--- config.mk ---
export PLATFORM = sky130hd
export DESIGN_NAME = agu_addr_gen
export DESIGN_NICKNAME = d
export VERILOG_FILES = /design/src/rtl/agu_pkg.sv /design/src/rtl/agu_circ_step.sv /design/src/rtl/agu_rev_step.sv /design/src/rtl/agu_out_stage.sv /design/src/rtl/agu_addr_gen.sv
export SDC_FILE = /design/constraint.sdc
export NUM_CORES = 1
export LEC_CHECK = 0
export BUFFER_PORTS_ARGS = -buffer_cell sky130_fd_sc_hd__buf_2
export CELL_PAD_IN_SITES_DETAIL_PLACEMENT = 1
export CELL_PAD_IN_SITES_GLOBAL_PLACEMENT = 1
export CORE_MARGIN = 1.5
export CORE_UTILIZATION = 45
export CTS_CLUSTER_SIZE = 8
export DETAILED_ROUTE_END_ITERATION = 8
export GPL_TIMING_DRIVEN = 0
export HOLD_SLACK_MARGIN = 0.06
export PLACE_DENSITY_LB_ADDON = 0.1
export SYNTH_ARGS = -nofsm -noshare
export SYNTH_HDL_FRONTEND = slang
export SYNTH_SLANG_ARGS = --single-unit
--- constraint.sdc ---
create_clock -name clk -period 8.17 [get_ports clk]
set_input_delay 0.817 -clock clk [delete_from_list [all_inputs] [get_ports clk]]
set_output_delay 0.817 -clock clk [all_outputs]
set_load 0.02 [all_outputs]
--- src/rtl/agu_pkg.sv ---
package agu_pkg;
  localparam int AGU_AW   = 16;
  localparam int AGU_MAXL = 10;
  localparam int AGU_LW   = 4;

  typedef enum logic [1:0] {
    STEP_LINEAR = 2'd0,
    STEP_CIRC   = 2'd1,
    STEP_REV    = 2'd2
  } step_kind_e;
endpackage

--- src/rtl/agu_circ_step.sv ---
module agu_circ_step #(
  parameter int AW = 16
) (
  input  logic [AW-1:0] ptr,
  input  logic          down,
  input  logic          bytesz,
  input  logic          circ_en,
  input  logic [AW-1:0] lo,
  input  logic [AW-1:0] hi,
  output logic [AW-1:0] nxt
);
  logic [AW:0] step;
  logic [AW:0] up_sum;
  logic [AW:0] dn_dif;
  logic        over_hi;
  logic        under_lo;

  always_comb begin
    step     = bytesz ? (AW+1)'(1) : (AW+1)'(2);
    up_sum   = {1'b0, ptr} + step;
    dn_dif   = {1'b0, ptr} - step;
    over_hi  = up_sum > {1'b0, hi};
    under_lo = {1'b0, ptr} < ({1'b0, lo} + step);
    if (!down) nxt = (circ_en && over_hi) ? lo : up_sum[AW-1:0];
    else       nxt = (circ_en && under_lo) ? hi : dn_dif[AW-1:0];
  end
endmodule

--- src/rtl/agu_rev_step.sv ---
module agu_rev_step #(
  parameter int AW   = 16,
  parameter int MAXL = 10,
  parameter int LW   = 4
) (
  input  logic [AW-1:0] ptr,
  input  logic [LW-1:0] log2n,
  output logic [AW-1:0] nxt
);
  logic [LW-1:0] eff_l;
  logic          carry;

  always_comb begin
    if (log2n == '0)                 eff_l = LW'(1);
    else if (int'(log2n) > MAXL)     eff_l = LW'(MAXL);
    else                             eff_l = log2n;
    nxt   = ptr;
    nxt[0] = 1'b0;
    carry = 1'b1;
    for (int k = 0; k < MAXL; k++) begin
      if (k < int'(eff_l)) begin
        nxt[int'(eff_l) - k] = ptr[int'(eff_l) - k] ^ carry;
        carry                = ptr[int'(eff_l) - k] & carry;
      end
    end
  end
endmodule

--- src/rtl/agu_out_stage.sv ---
module agu_out_stage #(
  parameter int AW = 16
) (
  input  logic          clk,
  input  logic          rst_n,
  input  logic          in_valid,
  output logic          in_ready,
  input  logic [AW-1:0] in_addr,
  output logic          out_valid,
  input  logic          out_ready,
  output logic [AW-1:0] out_addr
);
  assign in_ready = !out_valid || out_ready;

  always_ff @(posedge clk) begin
    if (!rst_n) begin
      out_valid <= 1'b0;
      out_addr  <= '0;
    end else if (in_ready) begin
      out_valid <= in_valid;
      if (in_valid) out_addr <= in_addr;
    end
  end
endmodule

--- src/rtl/agu_addr_gen.sv ---
module agu_addr_gen
  import agu_pkg::*;
#(
  parameter int AW      = AGU_AW,
  parameter int MAXL    = AGU_MAXL,
  parameter int LW      = AGU_LW,
  parameter bit HAS_REV = 1'b1
) (
  input  logic          clk,
  input  logic          rst_n,
  input  logic          req_valid,
  output logic          req_ready,
  input  logic [AW-1:0] req_ptr,
  input  logic          req_down,
  input  logic          req_byte,
  input  logic          req_dst,
  input  logic          cfg_circ_en,
  input  logic [AW-1:0] cfg_lo,
  input  logic [AW-1:0] cfg_hi,
  input  logic          cfg_rev_en,
  input  logic [LW-1:0] cfg_log2n,
  output logic          addr_valid,
  input  logic          addr_ready,
  output logic [AW-1:0] addr_next
);
  logic [AW-1:0] circ_addr;
  logic [AW-1:0] rev_addr;
  logic [AW-1:0] sel_addr;
  step_kind_e    kind;

  agu_circ_step #(.AW(AW)) u_circ (
    .ptr(req_ptr), .down(req_down), .bytesz(req_byte), .circ_en(cfg_circ_en),
    .lo(cfg_lo), .hi(cfg_hi), .nxt(circ_addr)
  );

  generate
    if (HAS_REV) begin : g_rev
      agu_rev_step #(.AW(AW), .MAXL(MAXL), .LW(LW)) u_rev (
        .ptr(req_ptr), .log2n(cfg_log2n), .nxt(rev_addr)
      );
      always_comb begin
        if (cfg_rev_en && req_dst) kind = STEP_REV;
        else if (cfg_circ_en)      kind = STEP_CIRC;
        else                       kind = STEP_LINEAR;
      end
    end else begin : g_norev
      assign rev_addr = '0;
      always_comb kind = cfg_circ_en ? STEP_CIRC : STEP_LINEAR;
    end
  endgenerate

  always_comb begin
    sel_addr = (kind == STEP_REV) ? rev_addr : circ_addr;
  end

  agu_out_stage #(.AW(AW)) u_out (
    .clk(clk), .rst_n(rst_n),
    .in_valid(req_valid), .in_ready(req_ready), .in_addr(sel_addr),
    .out_valid(addr_valid), .out_ready(addr_ready), .out_addr(addr_next)
  );
endmodule

==> metrics.cfg, run 1 <==
[run_status]
outcome=complete, but fails checks
violations=capacitance limit

[yosys]
yosysTopAreaCellShare=0.108
yosys.area.top_type=ha_1
synthTopCellsByArea=ha_1 (11%), mux2i_1 (7.6%), nand2_1 (5.5%), nor2_1 (5.3%), dfxtp_1 (4.5%)
synth_flop_cell=dfxtp_1
ys_seq_area_frac=0.0447
synth-async-reset-ratio=0
synth_warnings=0
synth_area_sq_um=7610
synth_edf_count=0
syn_area_per_cell_sq_um=6.82
ys_types=89
ys_ff_latch=17
syn_inst=1117
syn_nets=1247

[sta]
tns_ps=0
finalCriticalPeriod_ps=7990
period_share=0.978
worst_slew_pin_slew_ps=1470
hold_viol_final=0
finalSetupViolations=0
fin_worst_skew_ps=2.72
worst_slack_ps=179
relSlewSlack=0.0141
max_freq_ghz=0.125
drv_slew=0

[grt]
grt_pass1_vias=10100
gr-total-overflow=0
grt_use_total=0.452
antenna_found_initial=0
grt_pass1_wl_mm=61.3
grt_max_degree=17

[clocking]
cts_buffers=3
clkSlewWorstSetupHoldPaths_ps=50
cts_max_path_buffers=2
clkSinkCount=17
clk_latency_ps=250
hold_buffers=0
cts_tree=built
htreeDepth=1
cts_root_buf=clkbuf_16

[route]
met1Wirelength_mm=16.7
vias_per_cell=7.23
routedWlPerCell_um=28.7
wirelength_mm=40.9
dr.pass1.iters=5
met2_length_mm=17.4
drtIter0Drc=1300
ant_nets=0
wl_met3_mm=4.57
top_layer_used=met4
post-route-drc-count=0
vias=10300

[final_layout]
layout_common_cells=nand2_1 (110), nor2_1 (106), buf_2 (84), a21oi_1 (63), ha_1 (62)
final_common_cell=nand2_1
finish.utilization=0.517
drive_gt1_frac=0.140
nFillCells=2310
area_delta_synth_final_pct=12.5
diodes=0
layout.nets=1335
final_area_sq_um=8570

[place]
place_congestion=1.03
dp_hpwl_mm=31.8
dp_slack_ps=-1240
placed_cell_area_sq_um=8270
io_buffers=75

[critical_path]
critPathRequiredTime_ps=8350
cp_top_family=adder cells
cp_slowest_stage_delay_ps=530
start_kind=input port
rrSetupSlack_ps=5720
critPathBufInv=8
slowest_stage=mux4_2
end_kind=flop
critPathMaxFanout=19
cpMostUsedCell=ha_1
arrival_ps=8170
critPathKind=input port to flop

[floorplan]
dieArea_sq_um=17700
start_util=0.459
die_w_um=133
rows=47
die_y_um=133
io_pins=79
core_area_sq_um=16600

[power]
power.leakage_nw=3.40
p_total_mw=0.970
power_density_nw_per_um2=113
ir_drop_uv=110

[flow_run]
drv_cap=1

[hold_path]
hp-class=flop to flop

[path summary, 6_finish.rpt]
check                     startpoint                  to  cells after the start
setup / recovery        cfg_log2n[2]   u_out.out_addr[1]                     36
hold / removal    u_out.out_addr[13]  u_out.out_addr[13]                      2
setup reg to reg     u_out.out_valid  u_out.out_addr[10]                     10
hold reg to reg   u_out.out_addr[13]  u_out.out_addr[13]                      2
[worst min-delay path, cell delays in order (launching register included)]
cell,delay (ps)
dfxtp_1,310
nand3_1,70
o211ai_1,80
[metrics by stage]
stage | hold WS (ps) | std cells
final | 510 | 1424
after global routing | 545 | 1424
after CTS | 505 | 1418
after detailed placement | 485 | 1412
after global placement | 478 | 1412
after floorplan | 565 | 1117
[kinds of logic (layout without fill, tap and decap cells)]
logic type,count (synthesis),in the layout,share of synthesized area
AO/OA/AOI/OAI,355,355,0.329
XOR/XNOR,48,48,0.0552
adder cells (fa/ha/maj),70,70,0.118
buffers and inverters,131,218,0.0734
flip-flops,17,17,0.0447
multiplexers,71,71,0.106
AND/OR/NAND/NOR,425,425,0.274
[area by class of cell]
cell class / instances / area [sq um] / area share
Inverter: 50 / 191 / 0.0223
Clock buffer: 3 / 75.1 / 0.00876
Tap cell: 220 / 275 / 0.0321
Timing Repair Buffer: 86 / 455 / 0.0532
Sequential cell: 17 / 340 / 0.0397
Buffer: 78 / 383 / 0.0447
Multi-Input combinational cell: 969 / 6840 / 0.799
Clock inverter: 1 / 5.00 / 0.000584
[per-layer routing]
metal	GRT usage	vias to the layer above
li1	-	4419
met1	0.616	4982
met2	0.689	734
met3	0.0801	161
met4	0.210	0
met5	0	-
[state kept, by name, indices dropped and copies added (netlist names)]
name and cells:
u_out.out_valid 1, u_out.out_addr 16
[cell usage after synthesis, types with 9 or more instances]
cell type / instances
nand2_1: 111
nor2_1: 108
ha_1: 66
a21oi_1: 64
mux2i_1: 58
clkbuf_1: 57
o21ai_0: 54
nand3_1: 52
inv_1: 47
o22ai_1: 43
nor3_1: 38
xor2_1: 25
xnor2_1: 23
o221ai_1: 21
a31oi_1: 17
dfxtp_1: 17
o211ai_1: 17
nand2b_1: 15
and3_1: 14
a211oi_1: 11
a21o_1: 11
o31ai_1: 11
a211o_1: 10
nand4_1: 10
and2_1: 9
buf_2: 9
nand3b_1: 9
nor4_1: 9
o311ai_0: 9
[what timing repair did]
item	in CTS	in global routing
setup buffers	3	8
setup endpoints to repair	16	16
resized for setup	18	28
cloned	0	0
pin swaps	0	6
[report_power, final]
group	leakage [nW]	total [mW]	switching (mW)	internal, mW
sequential	0.141	0.0970	0.00491	0.0921
combinational	3.22	0.773	0.532	0.241
clock	0.0409	0.100	0.0344	0.0656
total	3.40	0.970	0.571	0.399
Note: power is estimated with default switching activity, not from simulation.
==> inputs of run 2 (changes only) <==
==> constraint.sdc (replaced) <==
create_clock -name clk -period 8.7 [get_ports clk]
set_input_delay 0.87 -clock clk [delete_from_list [all_inputs] [get_ports clk]]
set_output_delay 0.87 -clock clk [all_outputs]
set_load 0.02 [all_outputs]
==> run 2 against run 1 <==
Effect of this change: the flow now finishes without violations; global-route usage fell by 0.13 points; final cell count is 0.42% lower; core utilization shrank 0.73 points; non-clock buffer count fell by 6; final area fell by 1.4%; worst hold slack lost 1.1 ps; critical path type unchanged; largest power group unchanged.
==> metrics.cfg, run 2 (synthesis results as in run 1) <==
[route]
post-route-drc-count=0  ; unchanged
ant_nets=0  ; unchanged
routedWlPerCell_um=28.7  ; -0.13%
vias=10200  ; -0.72%
wirelength_mm=40.7  ; -0.55%
vias_per_cell=7.21  ; -0.30%
drtIter0Drc=1159  ; -11%
dr.pass1.iters=6  ; +1

[final_layout]
finish.utilization=0.509  ; -0.00732
layout_common_cells=nand2_1 (111), nor2_1 (107), buf_2 (84), a21oi_1 (64), ha_1 (62)
nFillCells=2324  ; +0.61%
largest_register_ffs=16  ; unchanged
multi_input_area_sq_um=6770  ; -1.0%
layout.nets=1329  ; -0.45%
diodes=0  ; unchanged
regMostFlops=u_out.out_addr
largestRegisters=u_out.out_addr (16), u_out.out_valid (1)
regArea_sq_um=340  ; unchanged
area_delta_synth_final_pct=10.9
final_common_cell=nand2_1
drive_gt1_frac=0.126  ; -0.0135

[floorplan]
core_area_sq_um=16600  ; unchanged
dieArea_sq_um=17700  ; unchanged
io_pins=79  ; unchanged
rows=47  ; unchanged
die_w_um=133  ; unchanged
start_util=0.459  ; unchanged
die_y_um=133  ; unchanged

[sta]
period_share=0.965
hold_viol_final=0  ; unchanged
finalSetupViolations=0  ; unchanged
fin_worst_skew_ps=1.76  ; -0.963 ps
worst_slew_pin_slew_ps=1420  ; -45.3 ps
max_freq_ghz=0.119
drv_slew=0  ; unchanged
tns_ps=0  ; unchanged
relSlewSlack=0.0444  ; +0.0304
finalCriticalPeriod_ps=8390

[critical_path]
slowest_stage=mux4_2
cp_top_family=adder cells
cpMostUsedCell=ha_1
r2r-end=u_out.out_addr[10]
critPathRequiredTime_ps=8810  ; +460 ps
ff2ff_path_depth=10  ; unchanged
rrSetupSlack_ps=6210  ; +490 ps
critPathKind=input port to flop
critPathMaxFanout=13  ; -6
critPathBufInv=9  ; +1
r2r-start=u_out.out_valid
cp.depth=40  ; +11%
end_kind=flop
arrival_ps=8500  ; +330 ps
cp_slowest_stage_delay_ps=550  ; +20 ps
start_kind=input port

[grt]
grt_pass1_wl_mm=61.2  ; -0.11%
gr-total-overflow=0  ; unchanged
grt_max_degree=17  ; unchanged
antenna_found_initial=0  ; unchanged
grt_pass1_vias=10000  ; -0.43%
grt_use_total=0.450  ; -0.00133

[clocking]
clkSlewWorstSetupHoldPaths_ps=50  ; about the same
clk_latency_ps=250  ; about the same
clkSinkCount=17  ; unchanged
cts_root_buf=clkbuf_16
cts_tree=built
cts_buffers=3  ; unchanged
cts_max_path_buffers=2  ; unchanged
htreeDepth=1  ; unchanged

[power]
power_density_nw_per_um2=106  ; -6.6%
p_total_mw=0.893  ; -7.9%
ir_drop_uv=101  ; -7.6%
power.leakage_nw=3.35  ; -1.5%

[place]
dp_hpwl_mm=31.8  ; unchanged
io_buffers=75  ; unchanged
place_congestion=1.03  ; unchanged

[hold_path]
worstHoldStart=u_out.out_addr[13]
hold_depth=2  ; unchanged
hp-class=flop to flop
whs_endpoint=u_out.out_addr[13]

[flow_run]
drv_cap=0  ; -1

[run_status]
outcome=complete, no violations

[run 2: worst max-delay path by stage]
stage | to | slack [ps] | start
floorplan | u_out.out_addr[14] | 1060 | cfg_log2n[2]
global placement | u_out.out_addr[14] | -520 | cfg_log2n[2]
detailed placement | u_out.out_addr[14] | -770 | cfg_log2n[2]
CTS | u_out.out_addr[0] | 10 | cfg_log2n[2]
global route | u_out.out_addr[0] | -60 | cfg_log2n[2]
finish | u_out.out_addr[0] | 310 | cfg_log2n[2]
[run 2: what timing repair did]
action / CTS / global route
setup buffers: 0 / 4
gates resized for setup: 6 / 17
hold buffers: 0 / 0
setup endpoints to repair: 15 / 15
pin swaps: 0 / 1
[run 2: metrics by stage]
step / hold slack, ps / worst slack (ps) / instances / area (sq um)
3_3_place_gp: 478 / -521 / 1412 / 8270
5_1_grt: 543 / -57.7 / 1418 / 8440
2_1_floorplan: 565 / 1060 / 1117 / 7610
4_1_cts: 505 / 9.74 / 1414 / 8350
3_5_place_dp: 485 / -767 / 1412 / 8270
6_report: 509 / 307 / 1418 / 8440
[run 2: cell type report]
type,instances,share of cell area
Multi-Input combinational cell,969,0.802
Timing Repair Buffer,79,0.0480
Buffer,79,0.0450
Sequential cell,17,0.0403
Tap cell,220,0.0326
Inverter,50,0.0227
Clock buffer,3,0.00889
Clock inverter,1,0.000593
[run 2: routing by layer]
layer | global-route usage | vias to the layer above | routed length, um
li1 | - | 4408 | -
met1 | 0.615 | 4939 | 16900
met2 | 0.684 | 715 | 17200
met3 | 0.0797 | 160 | 4360
met4 | 0.214 | 0 | 2270
met5 | 0 | - | 0
[run 2: power by group]
group	switching, mW	internal, mW
Combinational	0.492	0.218
Sequential	0.00451	0.0865
Clock	0.0307	0.0615
Total	0.527	0.366
[run 2: tightest hold or removal path, delay by kind of cell (launching register included)]
kind | cells | cell delay (ps)
flip-flops | 1 | 310
AO/OA/AOI/OAI | 1 | 80
AND/OR/NAND/NOR | 1 | 70
==> inputs of run 3 (changes only) <==
--- a/config.mk
+++ b/config.mk
@@ -17,4 +17,5 @@
 export PLACE_DENSITY_LB_ADDON = 0.1
 export SYNTH_ARGS = -nofsm -noshare
 export SYNTH_HDL_FRONTEND = slang
+export SYNTH_HIERARCHICAL = 1
 export SYNTH_SLANG_ARGS = --single-unit
==> run 3 against run 2 <==
Effect of this change: sequential power barely moved; sequential cell count is the same; synthesized cell count is 1.3% lower; die area grew 2.2%; final area is 1.0% higher; via count shrank 5.2%; sequential share of layout area barely moved; register-to-register slack improved by 1300 ps; core utilization about the same; wire length fell by 8.4%; worst setup slack gained 11 ps; clock-buffer cell count up 1; largest cell class unchanged.
==> metrics.cfg, run 3 <==
[run_status]
outcome=complete, no violations

[grt]
grt_use_total=0.407  ; -0.0430
grt_pass1_vias=9668  ; -3.4%
grt_max_degree=14  ; -3
antenna_found_initial=0  ; unchanged
grt_pass1_wl_mm=57.3  ; -6.5%
gr-total-overflow=0  ; unchanged

[sta]
relSlewSlack=0.0370  ; -0.00749
drv_slew=0  ; unchanged
period_share=0.963  ; -0.00124
fin_worst_skew_ps=0.676  ; -1.08 ps
max_freq_ghz=0.119  ; +0.13%
finalSetupViolations=0  ; unchanged
hold_viol_final=0  ; unchanged
finalCriticalPeriod_ps=8380  ; -10.8 ps
rsz0062_at_grt=false
worst_slew_pin_slew_ps=1440  ; +19.8 ps

[floorplan]
io_pins=79  ; unchanged
dieArea_sq_um=18100  ; +2.2%
die_w_um=135  ; +1.1%
core_area_sq_um=16800  ; +1.1%
start_util=0.465  ; +0.00547
rows=47  ; unchanged
die_y_um=135  ; +1.1%

[yosys]
ys_types=91  ; +2.2%
synth_warnings=6  ; +6
yosysTopAreaCellShare=0.103  ; -0.00562
syn_area_per_cell_sq_um=7.07  ; +3.7%
synthTopCellsByArea=ha_1 (10%), mux2i_1 (8.7%), nand2_1 (7.8%), dfxtp_1 (4.4%), nor2_1 (4.0%)
ys_seq_area_frac=0.0437  ; -0.000991
synth-async-reset-ratio=0  ; unchanged
synth_area_sq_um=7790  ; +2.3%
ys_ff_latch=17  ; unchanged
syn_nets=1230  ; -1.4%
synth.most_common_cell=nand2_1
synth_edf_count=0  ; unchanged
syn_inst=1102  ; -1.3%
yosys.area.top_type=ha_1
synth_flop_cell=dfxtp_1
ys_top_cells_by_count=nand2_1 (162), nor2_1 (83), mux2i_1 (68)

[final_layout]
diodes=0  ; unchanged
nFillCells=2250  ; -3.2%
regMostFlops=u_out/out_addr
final_common_cell=nand2_1
largest_register_ffs=16  ; unchanged
layout_common_cells=nand2_1 (161), buf_2 (86), nor2_1 (83), mux2i_1 (67), ha_1 (63)
largestRegisters=u_out/out_addr (16), u_out/out_valid (1)
final_cells=1397  ; -1.5%
final_area_sq_um=8530  ; +1.0%
layout.nets=1306  ; -1.7%
drive_gt1_frac=0.145  ; +0.0192
area_delta_synth_final_pct=9.56

[clocking]
cts_root_buf=clkbuf_16
cts_tree=built
clkSinkCount=17  ; unchanged
cts_setup_buffers=0  ; unchanged
cts_max_path_buffers=2  ; unchanged
clk_latency_ps=250  ; about the same
clkSlewWorstSetupHoldPaths_ps=50  ; about the same
htreeDepth=1  ; unchanged
hold_buffers=0  ; unchanged
cts_buffers=3  ; unchanged

[critical_path]
cp_slowest_stage_delay_ps=580  ; +30 ps
critPathKind=input port to flop
cpMostUsedCell=ha_1
critPathRequiredTime_ps=8830  ; +20 ps
end_kind=flop
critPathMaxFanout=13  ; unchanged
slowest_stage=clkbuf_1
start_kind=input port
arrival_ps=8520  ; +20 ps

[place]
place_congestion=1.01  ; -1.9%
dp_hpwl_mm=29.2  ; -8.5%
dp_cells=1396  ; -1.1%
io_buffers=74  ; -1.3%
placed_cell_area_sq_um=8430  ; +2.0%

[hold_path]
hp-class=flop to flop

[route]
wirelength_mm=37.3  ; -8.4%
post-route-drc-count=0  ; unchanged
vias=9691  ; -5.2%
ant_nets=0  ; unchanged
vias_per_cell=6.94  ; -3.8%
routedWlPerCell_um=26.7  ; -7.0%
drtIter0Drc=849  ; -27%
dr.pass1.iters=5  ; -1

[power]
p_total_mw=0.878  ; -1.7%
ir_drop_uv=147  ; +45%
power.leakage_nw=3.56  ; +6.5%
power_density_nw_per_um2=103  ; -2.7%

[flow_run]
drv_cap=0  ; unchanged

-- run 3: cell types whose count changed in the layout (fill, tap and decap cells not counted), moves of 10 or more --
cell | previous run | this run
a21oi_1 | 64 | 51
a221o_1 | 0 | 16
mux2_4 | 0 | 10
nand2_1 | 111 | 161
nand3_1 | 52 | 35
nor2_1 | 107 | 83
nor3_1 | 38 | 21
o211ai_1 | 17 | 5
o21ai_0 | 54 | 42
-- run 3: final timing paths --
check	slack [ps]	endpoint	cells past startpoint	startpoint
setup reg to reg	7550	u_out/out_addr[4]	5	u_out/out_valid
hold / removal	460	u_out/out_addr[0]	2	u_out/out_addr[0]
hold reg to reg	460	u_out/out_addr[0]	2	u_out/out_addr[0]
setup / recovery	320	u_out/out_addr[15]	38	cfg_log2n[2]
-- run 3: power by group --
part | total [mW] | leakage, nW | switching, mW | internal (mW)
logic | 0.695 | 3.39 | 0.457 | 0.238
clock network | 0.0921 | 0.0382 | 0.0299 | 0.0622
registers | 0.0909 | 0.140 | 0.00446 | 0.0864
total | 0.878 | 3.56 | 0.492 | 0.387
-- run 3: layout make-up --
| class | instances | area (sq um) | area share |
|---|---|---|---|
| Buffer | 78 | 399 | 0.0468 |
| Multi-Input combinational cell | 955 | 6880 | 0.807 |
| Timing Repair Buffer | 74 | 370 | 0.0434 |
| Tap cell | 220 | 275 | 0.0323 |
| Sequential cell | 17 | 340 | 0.0399 |
| Inverter | 49 | 184 | 0.0216 |
| Clock buffer | 4 | 78.8 | 0.00924 |
-- run 3: timing repair --
item / 4_1_cts / 5_1_grt
endpoints found under the setup margin: 1 / 15
endpoints found under the hold margin: 0 / 0
gates resized for setup: 0 / 7
-- run 3: through the flow --
step	TNS [ps]	setup slack, ps	utilization	hold slack [ps]
after floorplan	0	928	-	532
after global placement	-374	-187	0.503	444
after detailed placement	-1090	-270	0.503	449
after CTS	0	119	0.508	460
after global routing	0	1.63	0.509	483
final	0	318	0.509	458
-- run 3: kinds of logic (layout without fill, tap and decap cells) --
kind of cell | after synthesis | in the layout | share of synthesized area
buf+inv | 130 | 205 | 0.0758
fa+ha+maj | 67 | 67 | 0.111
mux | 97 | 97 | 0.150
compound gates | 331 | 331 | 0.312
flops | 17 | 17 | 0.0437
simple gates | 421 | 421 | 0.264
xor+xnor | 39 | 39 | 0.0439
-- run 3: layer usage --
metal,up-vias,global-route usage,part of all wire
met3,140,0.0676,0.094
met1,4623,0.511,0.40
met2,583,0.670,0.45
met5,-,0,0
li1,4345,-,-
met4,0,0.214,0.059
-- run 3: critical path, delay by kind of cell --
kind	cells	cell delay (ps)
multiplexers	3	670
buffers and inverters	8	1790
adder cells (fa/ha/maj)	7	1500
AND/OR/NAND/NOR	6	880
AO/OA/AOI/OAI	14	2800
